File: config.mk
export PLATFORM = sky130hd
export DESIGN_NAME = fsk_tag_emu
export DESIGN_NICKNAME = d
export VERILOG_FILES = /design/src/rtl/fsk_emu_pkg.sv /design/src/rtl/fsk_tone_gen.sv /design/src/rtl/fsk_frame_seq.sv /design/src/rtl/fsk_tag_emu.sv
export SDC_FILE = /design/constraint.sdc
export NUM_CORES = 1
export LEC_CHECK = 0
export BUFFER_PORTS_ARGS = -buffer_cell sky130_fd_sc_hd__buf_2
export CORE_UTILIZATION = 60
export CTS_CLUSTER_DIAMETER = 40
export CTS_CLUSTER_SIZE = 12
export DETAILED_ROUTE_END_ITERATION = 6
export PLACE_DENSITY = 0.85
export SLEW_MARGIN = 20
export SYNTH_ARGS = -nofsm -noshare
export SYNTH_HDL_FRONTEND = slang
export SYNTH_SLANG_ARGS = --single-unit
File: constraint.sdc
create_clock -name clk -period 10 [get_ports clk]
set_input_delay 0.5 -clock clk [delete_from_list [all_inputs] [get_ports clk]]
set_output_delay 0.5 -clock clk [all_outputs]
set_load 0.05 [all_outputs]
File: src/rtl/fsk_emu_pkg.sv
package fsk_emu_pkg;

  typedef enum logic [1:0] {
    PH_LEAD,
    PH_MARK,
    PH_NIB,
    PH_BIT
  } phase_e;

  typedef struct packed {
    logic step;     // advance one sample
    logic clear;    // zero counters and short the coil
    logic toneTen;  // 1: long tone, 0: short tone
    logic single;   // element is one lone cycle, not a group
  } tone_ctl_t;

endpackage

File: src/rtl/fsk_tone_gen.sv
module fsk_tone_gen
  import fsk_emu_pkg::*;
#(
  parameter int SHORT_LEN  = 8,
  parameter int SHORT_HIGH = 2,
  parameter int SHORT_REPS = 6,
  parameter int LONG_LEN   = 10,
  parameter int LONG_HIGH  = 3,
  parameter int LONG_REPS  = 5
) (
  input  logic      clk,
  input  logic      rst_n,
  input  tone_ctl_t ctl,
  output logic      coilOpen,
  output logic      elemLast
);
  localparam int SW = $clog2(LONG_LEN);
  localparam int MAX_REPS = (SHORT_REPS > LONG_REPS) ? SHORT_REPS : LONG_REPS;
  localparam int CW = $clog2(MAX_REPS);

  logic [SW-1:0] sampleIdx, lenM1, highLim;
  logic [CW-1:0] cycleIdx, repsM1;
  logic sampleLast, cycleLast;

  always_comb begin
    lenM1   = ctl.toneTen ? SW'(LONG_LEN - 1) : SW'(SHORT_LEN - 1);
    highLim = ctl.toneTen ? SW'(LONG_HIGH)    : SW'(SHORT_HIGH);
    if (ctl.single) repsM1 = '0;
    else            repsM1 = ctl.toneTen ? CW'(LONG_REPS - 1) : CW'(SHORT_REPS - 1);
  end

  assign sampleLast = (sampleIdx == lenM1);
  assign cycleLast  = (cycleIdx == repsM1);
  assign elemLast   = sampleLast && cycleLast;

  always_ff @(posedge clk) begin
    if (!rst_n || ctl.clear) begin
      sampleIdx <= '0;
      cycleIdx  <= '0;
      coilOpen  <= 1'b0;
    end else if (ctl.step) begin
      coilOpen <= (sampleIdx < highLim);
      if (sampleLast) begin
        sampleIdx <= '0;
        cycleIdx  <= cycleLast ? '0 : cycleIdx + 1'b1;
      end else begin
        sampleIdx <= sampleIdx + 1'b1;
      end
    end
  end

  // sample position never leaves the current tone cycle
  p_cycle_bound_r3: assert property (@(posedge clk) disable iff (!rst_n)
    sampleIdx <= lenM1);

  // lone cycles never count past their first repetition
  p_single_cycle_r3: assert property (@(posedge clk) disable iff (!rst_n)
    ctl.single |-> cycleIdx == '0);

endmodule

File: src/rtl/fsk_frame_seq.sv
module fsk_frame_seq
  import fsk_emu_pkg::*;
#(
  parameter int ID_W  = 44,
  parameter int HI_W  = 32,
  parameter int LO_W  = 32,
  parameter int NIB_W = 4,
  parameter int MARK_N = 8,
  parameter logic [MARK_N-1:0] MARK_TEN = 8'b1011_1000
) (
  input  logic            clk,
  input  logic            rst_n,
  input  logic            startReq,
  input  logic            stopReq,
  input  logic            fieldRise,
  input  logic [HI_W-1:0] idHi,
  input  logic [LO_W-1:0] idLo,
  input  logic            elemLast,
  output tone_ctl_t       ctl,
  output logic            running
);
  localparam int HI_ID_W = ID_W - LO_W;
  localparam int BW = $clog2(ID_W);
  localparam int MW = $clog2(MARK_N);
  localparam int NW = $clog2(NIB_W);

  phase_e          phase;
  logic [MW-1:0]   markIdx;
  logic [BW-1:0]   bitIdx;
  logic            half;
  logic [ID_W-1:0] idReg;
  logic idOk, adv, curBit, frameWrap;

  assign idOk      = (idHi[HI_W-1:HI_ID_W] == '0);
  assign curBit    = idReg[bitIdx];
  assign adv       = ctl.step && elemLast;
  assign frameWrap = adv && (phase == PH_BIT) && half && (bitIdx == '0);

  always_comb begin
    ctl.step   = fieldRise && running && !stopReq;
    ctl.clear  = !running || stopReq;
    ctl.single = (phase == PH_LEAD) || (phase == PH_NIB);
    case (phase)
      PH_MARK: ctl.toneTen = MARK_TEN[markIdx];
      PH_BIT:  ctl.toneTen = half ? !curBit : curBit;
      default: ctl.toneTen = 1'b0;
    endcase
  end

  always_ff @(posedge clk) begin
    if (!rst_n) begin
      running <= 1'b0;
      phase   <= PH_LEAD;
      markIdx <= '0;
      bitIdx  <= '0;
      half    <= 1'b0;
      idReg   <= '0;
    end else if (stopReq) begin
      running <= 1'b0;
    end else if (!running) begin
      if (startReq && idOk) begin
        running <= 1'b1;
        phase   <= PH_LEAD;
        markIdx <= '0;
        half    <= 1'b0;
        idReg   <= {idHi[HI_ID_W-1:0], idLo};
      end
    end else if (adv) begin
      case (phase)
        PH_LEAD: begin
          phase   <= PH_MARK;
          markIdx <= '0;
        end
        PH_MARK: begin
          if (markIdx == MW'(MARK_N - 1)) begin
            phase  <= PH_NIB;
            bitIdx <= BW'(ID_W - 1);
          end else begin
            markIdx <= markIdx + 1'b1;
          end
        end
        PH_NIB: begin
          phase <= PH_BIT;
          half  <= 1'b0;
        end
        default: begin
          if (!half) begin
            half <= 1'b1;
          end else begin
            half <= 1'b0;
            if (bitIdx == '0) begin
              phase <= PH_LEAD;
              idReg <= {idHi[HI_ID_W-1:0], idLo};
            end else begin
              bitIdx <= bitIdx - 1'b1;
              if (bitIdx[NW-1:0] == '0) phase <= PH_NIB;
            end
          end
        end
      endcase
    end
  end

  // an out-of-range upper word never starts the block
  p_refuse_r11: assert property (@(posedge clk) disable iff (!rst_n)
    (!running && startReq && !idOk) |=> !running);

  // bit index stays inside the ID
  p_bit_range_r6: assert property (@(posedge clk) disable iff (!rst_n)
    running |-> bitIdx < BW'(ID_W));

  // captured ID moves only at a frame wrap while running
  p_capture_r9: assert property (@(posedge clk) disable iff (!rst_n)
    (running && !frameWrap) |=> $stable(idReg));

endmodule

File: src/rtl/fsk_tag_emu.sv
module fsk_tag_emu
  import fsk_emu_pkg::*;
#(
  parameter int ID_W        = 44,
  parameter int HI_W        = 32,
  parameter int LO_W        = 32,
  parameter int SYNC_STAGES = 2
) (
  input  logic            clk,
  input  logic            rst_n,
  input  logic            fieldClk,
  input  logic            startReq,
  input  logic            stopReq,
  input  logic [HI_W-1:0] idHi,
  input  logic [LO_W-1:0] idLo,
  output logic            coilOpen
);
  logic [SYNC_STAGES-1:0] syncReg;
  logic fieldPrev, fieldRise, elemLast, running;
  tone_ctl_t ctl;

  always_ff @(posedge clk) begin
    if (!rst_n) syncReg[0] <= 1'b0;
    else        syncReg[0] <= fieldClk;
  end

  for (genvar g = 1; g < SYNC_STAGES; g++) begin : g_sync
    always_ff @(posedge clk) begin
      if (!rst_n) syncReg[g] <= 1'b0;
      else        syncReg[g] <= syncReg[g-1];
    end
  end

  always_ff @(posedge clk) begin
    if (!rst_n) fieldPrev <= 1'b0;
    else        fieldPrev <= syncReg[SYNC_STAGES-1];
  end

  assign fieldRise = syncReg[SYNC_STAGES-1] && !fieldPrev;

  fsk_frame_seq #(.ID_W(ID_W), .HI_W(HI_W), .LO_W(LO_W)) u_seq (
    .clk(clk), .rst_n(rst_n), .startReq(startReq), .stopReq(stopReq),
    .fieldRise(fieldRise), .idHi(idHi), .idLo(idLo), .elemLast(elemLast),
    .ctl(ctl), .running(running)
  );

  fsk_tone_gen u_tone (
    .clk(clk), .rst_n(rst_n), .ctl(ctl), .coilOpen(coilOpen), .elemLast(elemLast)
  );

  // without a field edge or stop, the coil holds
  p_hold_r2: assert property (@(posedge clk) disable iff (!rst_n)
    (!fieldRise && !stopReq) |=> $stable(coilOpen));

  // stop shorts the coil on the next clock
  p_stop_short_r10: assert property (@(posedge clk) disable iff (!rst_n)
    stopReq |=> !coilOpen && !running);

  // idle means shorted coil
  p_idle_short_r1: assert property (@(posedge clk) disable iff (!rst_n)
    !running |=> !coilOpen);

endmodule

==> impl_metrics.toml, run 1 <==
[run_status]
status = "complete, no violations"

[floorplan]
die_y_um = 80.4
rows = 28
die_area_mm2 = 0.00646
io_pins = 70
core_area_mm2 = 0.00592
initial_core_util_pct = 62.2
die_w_um = 80.4

[global_routing]
antenna_found_initial = 0
grt_first_pass_wirelength_um = 12200
grtUsageTotal_pct = 24.3
grt_pass1_vias = 2875
grt_max_degree = 106
gr-total-overflow = 0

[critical_path]
rr_startpoint = "u_seq.bitIdx[1]"
required_ps = 10260
crit_type = "reg2reg"
r2r_end = "u_seq.idReg[20]"
arrival_ps = 4040
cp_max_fo = 44
r2r_slack_ps = 6230
reg2regPathDepth = 12
critPathLaunchType = "flip-flop"
end_kind = "flip-flop"

[hold_path]
worstHoldStart = "stopReq"
hold_path_end = "u_seq.running"
holdCritPathClass = "in2reg"
worstHoldPathCells = 2

[clock_tree]
cts_tree = "yes"
clk_pin_slew_ps = 70
cts.htree.levels = 3
clk_latency_ps = 340
cts_buffers = 9
post_cts_buffers = 0
clock-root-buffer = "clkbuf_8"
cts_buffer_depth = 2
cts.sinks = 69
hold_buffers = 0
cts_resized = 0

[detailed_routing]
first_pass_iters = 4
wl_um = 7100
via_count = 3105
drt_iter0_drc = 136
postRouteAntennaNets = 0
wl_per_cell_um = 12.6
viasPerCell = 5.52
remaining_drc_errors = 0

[power]
ir_drop_v = 0.0000978
power.density_mw_per_mm2 = 120
p_leak_nw = 1.88

[sta]
rsz0062_at_grt = "false"
hold_violations = 0
setup-violations-final = 0
finalCritPeriodShare_pct = 37.7
max-slew-margin-rel_pct = 38.7
finalCriticalPeriod_ps = 3770
fmax_mhz = 265
clock_skew_ps = 8.17
worst-slew-pin-transition_ps = 919
maxSlewViolCount = 0
setup_tns_ps = 0

[logic_synthesis]
ys_types = 49
synth_edf_count = 0
synth_top_flop_cell = "dfxtp_1"
yosys_register_bits = 69
syn_inst = 430
syn_avg_cell_area_um2 = 8.57
ys_async_sr_fraction_pct = 0
ys_warn_count = 0
syn-num-nets = 508
syn-cell-area_mm2 = 0.00368
ys_seq_area_share_pct = 37.5

[placement]
hpwl_um = 4950
place.gp.congestion = 0.863
numPortBuffers = 69

[cells_and_area]
final_nets = 563
fillerInstances = 479
drive_above_1_share_pct = 19.7
diodes = 0
area_delta_synth_final_pct = 12.9
post-route-util_pct = 70.3

[run]
max_cap_viol_count = 0
## power breakdown
group          leakage, nW   total, W  internal (W)  switching (W)
clock network       0.0881   0.000199      0.000100      0.0000985
registers            0.556   0.000275      0.000275    0.000000113
logic                 1.23  0.0000247     0.0000124      0.0000123
## how the worst max path moves through the flow
| stage | start | endpoint | slack, ps | cells after the start |
|---|---|---|---|---|
| 4_1_cts | u_seq.bitIdx[1] | u_seq.idReg[26] | 6200 | 12 |
| 2_1_floorplan | u_seq.bitIdx[1] | u_seq.half | 6810 | 11 |
| 3_5_place_dp | u_seq.bitIdx[1] | u_seq.idReg[38] | 6220 | 12 |
| 3_3_place_gp | u_seq.bitIdx[1] | u_seq.idReg[15] | 6320 | 12 |
| 6_report | u_seq.bitIdx[1] | u_seq.idReg[20] | 6230 | 12 |
| 5_1_grt | u_seq.bitIdx[3] | u_seq.idReg[26] | 5870 | 11 |
## area by class of cell
class                   instances  area (um^2)  area share (%)
multi-input cells             321         2110            50.7
well taps                      75         93.8            2.25
inverters                      12         45.0            1.08
flip-flops and latches         69         1380            33.2
clock buffers                  12          155            3.73
clock inverters                 2         10.0           0.241
repair buffers                 72          368            8.84
## worst max-delay path, stage by stage, from the launching register on
cell and delay, ps:
dfxtp_1 310, buf_4 320, mux4_2 540, o22ai_1 190
o41ai_2 90, xnor2_1 140, a32o_1 320, nor3_1 130
and4b_1 220, nor2_1 370, o31a_2 220, buf_4 550
mux2i_1 270
## synth_stat cells (2+ instances only)
| cell type | instances | area, um^2 |
|---|---|---|
| nor3_1 | 11 | 55.1 |
| or3_1 | 4 | 25.0 |
| nand2b_1 | 6 | 37.5 |
| clkbuf_1 | 17 | 63.8 |
| o31a_1 | 3 | 26.3 |
| mux4_2 | 2 | 45.0 |
| nor4_1 | 5 | 31.3 |
| buf_6 | 4 | 45.0 |
| mux2i_1 | 68 | 681 |
| xnor2_1 | 3 | 26.3 |
| ha_1 | 9 | 113 |
| a22oi_1 | 5 | 37.5 |
| o221a_1 | 2 | 22.5 |
| inv_1 | 11 | 41.3 |
| mux2_2 | 2 | 22.5 |
| or4_1 | 2 | 15.0 |
| buf_2 | 4 | 20.0 |
| and2_1 | 5 | 31.3 |
| buf_4 | 3 | 22.5 |
| nor3b_1 | 2 | 15.0 |
| or2_1 | 2 | 12.5 |
| nor2_1 | 19 | 71.3 |
| a21oi_1 | 10 | 50.1 |
| a211oi_1 | 4 | 30.0 |
| dfxtp_1 | 69 | 1380 |
| nand2_1 | 112 | 420 |
| o211ai_1 | 4 | 30.0 |
| o22ai_1 | 2 | 12.5 |
| nor2b_1 | 6 | 37.5 |
| nand3_1 | 7 | 35.0 |
| nand4_1 | 5 | 31.3 |
| o2111ai_1 | 2 | 17.5 |
| o21ai_0 | 4 | 20.0 |
## through the flow
stage / hold WS [ps] / power [W] / cells / area (um^2) / worst slack [ps]
6_report: 338 / 0.000499 / 563 / 4160 / 6230
5_1_grt: 346 / 0.000518 / 563 / 4160 / 5870
2_1_floorplan: 412 / 0.000292 / 430 / 3680 / 6810
3_3_place_gp: 415 / 0.000306 / 549 / 4000 / 6320
4_1_cts: 324 / 0.000502 / 563 / 4160 / 6200
3_5_place_dp: 422 / 0.000306 / 549 / 4000 / 6220
## sequential cells by signal (all words and copies together), names as in the netlist, named ones only
signal	count
u_seq.idReg	44
u_seq.phase	2
u_tone.cycleIdx	3
u_seq.running	1
syncReg	2
u_seq.bitIdx	6
u_tone.coilOpen	1
u_seq.markIdx	3
u_seq.half	1
fieldPrev	1
u_tone.sampleIdx	4
## metal layers
| layer | share of wire [%] | global-route usage [%] |
|---|---|---|
| met5 | 0 | 0 |
| met4 | 1.4 | 11.4 |
| met3 | 3.8 | 3.41 |
| met2 | 50 | 42.9 |
| met1 | 45 | 28.8 |
## logic make-up (layout without fill, tap and decap cells)
logic type                 after synthesis  in the layout  share of synthesized area, %
AOI/OAI and AO/OA                       42             42                          8.66
xor gates and xnor gates                 4              4                         0.951
adders and majority gates                9              9                          3.06
buffers and inverters                   40             98                          5.33
DFF                                     69             69                          37.5
muxes                                   73             73                          20.6
and+or+nand+nor                        193            193                          23.9
## placed cells by master (no fill, tap or decap), drive strengths merged, types with 2 or more instances in the layout
| master | n |
|---|---|
| or3 | 4 |
| a22oi | 5 |
| nand2 | 112 |
| nor3b | 2 |
| o31a | 3 |
| clkbuf | 12 |
| nor3 | 11 |
| nor4 | 5 |
| or4 | 3 |
| nand2b | 6 |
| mux2i | 68 |
| a211oi | 4 |
| ha | 9 |
| o211ai | 4 |
| mux4 | 2 |
| inv | 11 |
| a21oi | 11 |
| buf | 72 |
| clkinv | 3 |
| o2111ai | 2 |
| nor2b | 6 |
| nor2 | 19 |
| mux2 | 3 |
| o221a | 2 |
| nand4 | 5 |
| and2 | 6 |
| xnor2 | 3 |
| nand3 | 7 |
| o22ai | 2 |
| or2 | 3 |
| dfxtp | 69 |
| o21ai | 4 |
No activity file was read; power rests on OpenSTA's default activity.
==> run 2, diff against run 1 <==
CORE_UTILIZATION = 50   (was 60)
PLACE_DENSITY = 0.76   (was 0.85)
clock period = 3.2 ns   (was 10 ns; I/O delays follow)
==> impl_metrics.toml, run 2 (same netlist as run 1, synthesis figures left out) <==
[run_status]
status = "complete, no violations"

[clock_tree]
cts.htree.levels = 3
clock-root-buffer = "clkbuf_8"
cts_buffers = 9
cts.sinks = 69
clk_pin_slew_ps = 80
clk_latency_ps = 350
cts_buffer_depth = 2
cts_tree = "yes"

[global_routing]
grt_first_pass_wirelength_um = 13600
top_usage_layer = "met2"
met2_usage_pct = 35.9
grt_use_met3_pct = 4.62
gr-total-overflow = 0
grtUsageTotal_pct = 22.5
grt_max_degree = 105
use_met1_pct = 29.2
antenna_found_initial = 0
grt_pass1_vias = 3074

[power]
comb_power_share_pct = 4.4
ir_drop_v = 0.000354
internal-power_w = 0.00144
power_w = 0.00183
power.density_mw_per_mm2 = 410
clockPowerShare_pct = 48.5
seqPwrFrac_pct = 47.1
p_leak_nw = 2.01
p_sw_share_pct = 21.1
p_switching_w = 0.000385

[sta]
finalCriticalPeriod_ps = 3080
hold_violations = 0
setup_tns_ps = 0
clock_skew_ps = 10.9
finalCritPeriodShare_pct = 96.4
fmax_mhz = 324
max-slew-margin-rel_pct = 35.7
setup-violations-final = 0
worst-slew-pin-transition_ps = 964
maxSlewViolCount = 0

[cells_and_area]
largest_reg_flops = 44
largestRegisters = "u_seq.idReg: 44 flops, u_seq.bitIdx: 6 flops, u_tone.sampleIdx: 4 flops"
post-route-util_pct = 64.1
drive_above_1_share_pct = 23.6
diodes = 0
layout_commonest_cell = "nand2_1"
mostFrequentLayoutCells = "112 x nand2_1, 69 x buf_2, 68 x mux2i_1"
final_nets = 581
largest-register = "u_seq.idReg"
area_delta_synth_final_pct = 20.8

[detailed_routing]
viasPerCell = 5.25
via_count = 3173
remaining_drc_errors = 0
drt_iter0_drc = 165
postRouteAntennaNets = 0
wl_um = 8160
first_pass_iters = 6
wl_per_cell_um = 13.5

[critical_path]
critical_path.slowest_cell = "mux4_2"
path_cells = "mux4_2 > o22ai_2 > o41ai_2 > xnor2_1 > a32o_1 > or4_4 > a21oi_4 > o2111ai_1 > or2_1 > o221a_1"
reg2regPathDepth = 10
arrival_ps = 3330
cp_max_fo = 6
startpoint = "u_seq.bitIdx[1]"
end_kind = "flip-flop"
critPathLaunchType = "flip-flop"
r2r_end = "u_seq.bitIdx[3]"
required_ps = 3440
r2r_slack_ps = 120
rr_startpoint = "u_seq.bitIdx[1]"
crit_type = "reg2reg"
cpPeakStageDelay_ps = 510

[run]
max_cap_viol_count = 0

[floorplan]
io_pins = 70
die_area_mm2 = 0.00772
initial_core_util_pct = 53.1
die_w_um = 87.8
core_area_mm2 = 0.00694
rows = 30
die_y_um = 87.8

[hold_path]
holdCritPathClass = "in2reg"
worstHoldStart = "fieldClk"
worstHoldPathCells = 2
hold_path_end = "syncReg[0]"

[placement]
place.gp.congestion = 0.886
numPortBuffers = 69
hpwl_um = 5700
-- run 2: worst max-delay path by stage --
stage	depth (start not counted)	end
after floorplan	11	u_seq.half
after global placement	10	u_seq.half
after detailed placement	10	u_seq.half
after CTS	10	u_seq.half
after global routing	12	u_seq.bitIdx[1]
final	10	u_seq.bitIdx[3]
-- run 2: final cells by class --
| type | count | area, um^2 |
|---|---|---|
| Tap cell | 96 | 120 |
| Inverter | 12 | 45.0 |
| Multi-Input combinational cell | 321 | 2120 |
| Sequential cell | 69 | 1380 |
| Clock buffer | 11 | 141 |
| Fill cell | 586 | 2490 |
| Timing Repair Buffer | 90 | 531 |
| Clock inverter | 5 | 106 |
-- run 2: per-layer routing --
layer	routed length, um	vias up
met5	0	-
met4	140	0
met3	248	15
met2	3910	59
met1	3870	1471
li1	-	1628
-- run 2: what timing repair did --
action	CTS	global route
hold buffers	1	0
endpoints found under the hold margin	1	0
pin swaps	0	1
buffers inserted	0	0
resized for setup	2	4
setup endpoints to repair	1	9
-- run 2: power groups by stage --
stage	Clock, W	Sequential [W]	Combinational, W
6_report	0.000886	0.000860	0.0000805
3_3_place_gp	0	0.000880	0.0000773
5_1_grt	0.000934	0.000860	0.0000901
3_5_place_dp	0	0.000880	0.0000790
4_1_cts	0.000896	0.000860	0.0000804
2_1_floorplan	0	0.000880	0.0000334
-- run 2: metrics by stage --
| step | cells | hold slack (ps) | cell area, um^2 | worst slack (ps) |
|---|---|---|---|---|
| finish | 604 | 19.2 | 4450 | 116 |
| detailed placement | 587 | 354 | 4180 | -30.2 |
| floorplan | 430 | 233 | 3680 | 14.8 |
| global route | 604 | 13.0 | 4450 | -17.1 |
| global placement | 587 | 347 | 4180 | 44.7 |
| CTS | 604 | 12.4 | 4440 | 8.47 |
-- run 2: critical path, delay by kind of cell, from the launching register on --
family	cells	cell delay (ps)
flops	1	350
simple gates	2	800
mux	1	510
xor+xnor	1	140
compound gates	6	1160
==> run 3, diff against run 2 <==
CORE_MARGIN = 2   (was default)
CORE_UTILIZATION = 52   (was 50)
CTS_BUF_LIST = sky130_fd_sc_hd__clkbuf_8   (was default)
PLACE_DENSITY = 0.79   (was 0.76)
==> impl_metrics.toml, run 3 (same netlist as run 1, synthesis figures left out) <==
[run_status]
status = "complete, no violations"

[global_routing]
grtUsageTotal_pct = 22.2
gr-total-overflow = 0
grt_max_degree = 66
grt_pass1_vias = 3091
grt_first_pass_wirelength_um = 13600
antenna_found_initial = 0

[power]
comb_power_share_pct = 4.3
p_leak_nw = 2.04
power.density_mw_per_mm2 = 403
internal-power_w = 0.00144
p_sw_share_pct = 20.8
seqPwrFrac_pct = 47.4
power_w = 0.00181
ir_drop_v = 0.000380
p_switching_w = 0.000377
clockPowerShare_pct = 48.3

[floorplan]
die_area_mm2 = 0.00778
io_pins = 70
rows = 30
core_area_mm2 = 0.00683
die_w_um = 88.2
die_y_um = 88.2
initial_core_util_pct = 53.9

[sta]
setup-violations-final = 0
finalCritPeriodShare_pct = 96.9
max-slew-margin-rel_pct = 54.4
setup_ws_ps = 99.2
fmax_mhz = 322
maxSlewViolCount = 0
fin_hold_ws_ps = 22.5
hold_violations = 0
clock_skew_ps = 7.16
finalCriticalPeriod_ps = 3100
worst-slew-pin-transition_ps = 685

[clock_tree]
cts_buffer_depth = 2
cts_buffers = 9
clk_latency_ps = 350
post_cts_buffers = 0
cts_tree = "yes"
cts.htree.levels = 3
cts.sinks = 69
clock-root-buffer = "clkbuf_8"
clk_pin_slew_ps = 80

[detailed_routing]
viasPerCell = 5.29
wl_per_cell_um = 13.4
remaining_drc_errors = 0
first_pass_iters = 4
drt_iter0_drc = 120
postRouteAntennaNets = 0
wl_um = 8110
via_count = 3205

[cells_and_area]
drive_above_1_share_pct = 25.3
diodes = 0
largest_reg_flops = 44
largestRegisters = "u_seq.idReg: 44 flops, u_seq.bitIdx: 6 flops, u_tone.sampleIdx: 4 flops"
final_nets = 583
layout_commonest_cell = "nand2_1"
final_cells = 606
area_delta_synth_final_pct = 22.2
mostFrequentLayoutCells = "112 x nand2_1, 69 x buf_2, 66 x mux2i_1, 66 x dfxtp_1"
largest-register = "u_seq.idReg"
final_area_mm2 = 0.00450

[placement]
place.gp.congestion = 0.889
place_inst = 589
placed_area_mm2 = 0.00420
hpwl_um = 5800
numPortBuffers = 69
post-place-ws_ps = -70.6

[critical_path]
end_kind = "flip-flop"
critPathLaunchType = "flip-flop"
required_ps = 3440
arrival_ps = 3340
crit_type = "reg2reg"
r2r_slack_ps = 100
cp_max_fo = 4

[hold_path]
holdCritPathClass = "in2reg"

[run]
max_cap_viol_count = 0
[run 3: through the flow]
step	utilization, %	TNS [ps]
2_1_floorplan	-	0
3_3_place_gp	61.5	0
3_5_place_dp	61.5	-70.6
4_1_cts	65.4	0
5_1_grt	65.9	-15.2
6_report	65.9	0
[run 3: final cells by class]
type	count	area (um^2)
clock buffers	10	138
repair buffers	92	558
inverters	12	45.0
fillers	561	2330
multi-input cells	321	2150
well taps	96	120
clock inverters	6	109
flip-flops and latches	69	1390
[run 3: path summary, 6_finish.rpt]
| kind | depth (start not counted) | end | start |
|---|---|---|---|
| worst max register to register | 10 | u_seq.half | u_seq.bitIdx[1] |
| worst max-delay path | 10 | u_seq.half | u_seq.bitIdx[1] |
| worst min register to register | 1 | syncReg[1] | syncReg[0] |
| worst min-delay path | 2 | syncReg[0] | fieldClk |
[run 3: metal layers]
layer	GRT usage (%)	up-vias	part of all wire, %
met4	7.30	0	1.4
li1	-	1633	-
met2	37.5	73	49
met1	28.0	1488	45
met5	0	-	0
met3	5.37	11	4.4
[run 3: power groups by stage]
stage | sequential, W | combinational [W] | clock [W]
after global placement | 0.000880 | 0.0000753 | 0
after floorplan | 0.000880 | 0.0000334 | 0
after global routing | 0.000859 | 0.0000890 | 0.000928
after CTS | 0.000860 | 0.0000787 | 0.000883
final | 0.000859 | 0.0000783 | 0.000876
after detailed placement | 0.000880 | 0.0000770 | 0
[run 3: critical path, cell delays in order, from the launching register on]
cell	delay, ps
dfxtp_4	370
mux4_2	510
o22ai_2	180
o41ai_2	90
xnor2_1	130
a32o_1	280
or4_4	510
and2_4	170
or2_1	250
nor4_2	160
mux2_1	340
[run 3: what timing repair did]
| action | CTS | global route |
|---|---|---|
| resized for setup | 2 | 11 |
| cloned | 0 | 0 |
| endpoints found under the setup margin | 1 | 55 |
| pin swaps | 0 | 1 |
| hold buffers | 1 | 0 |
| endpoints found under the hold margin | 1 | 0 |
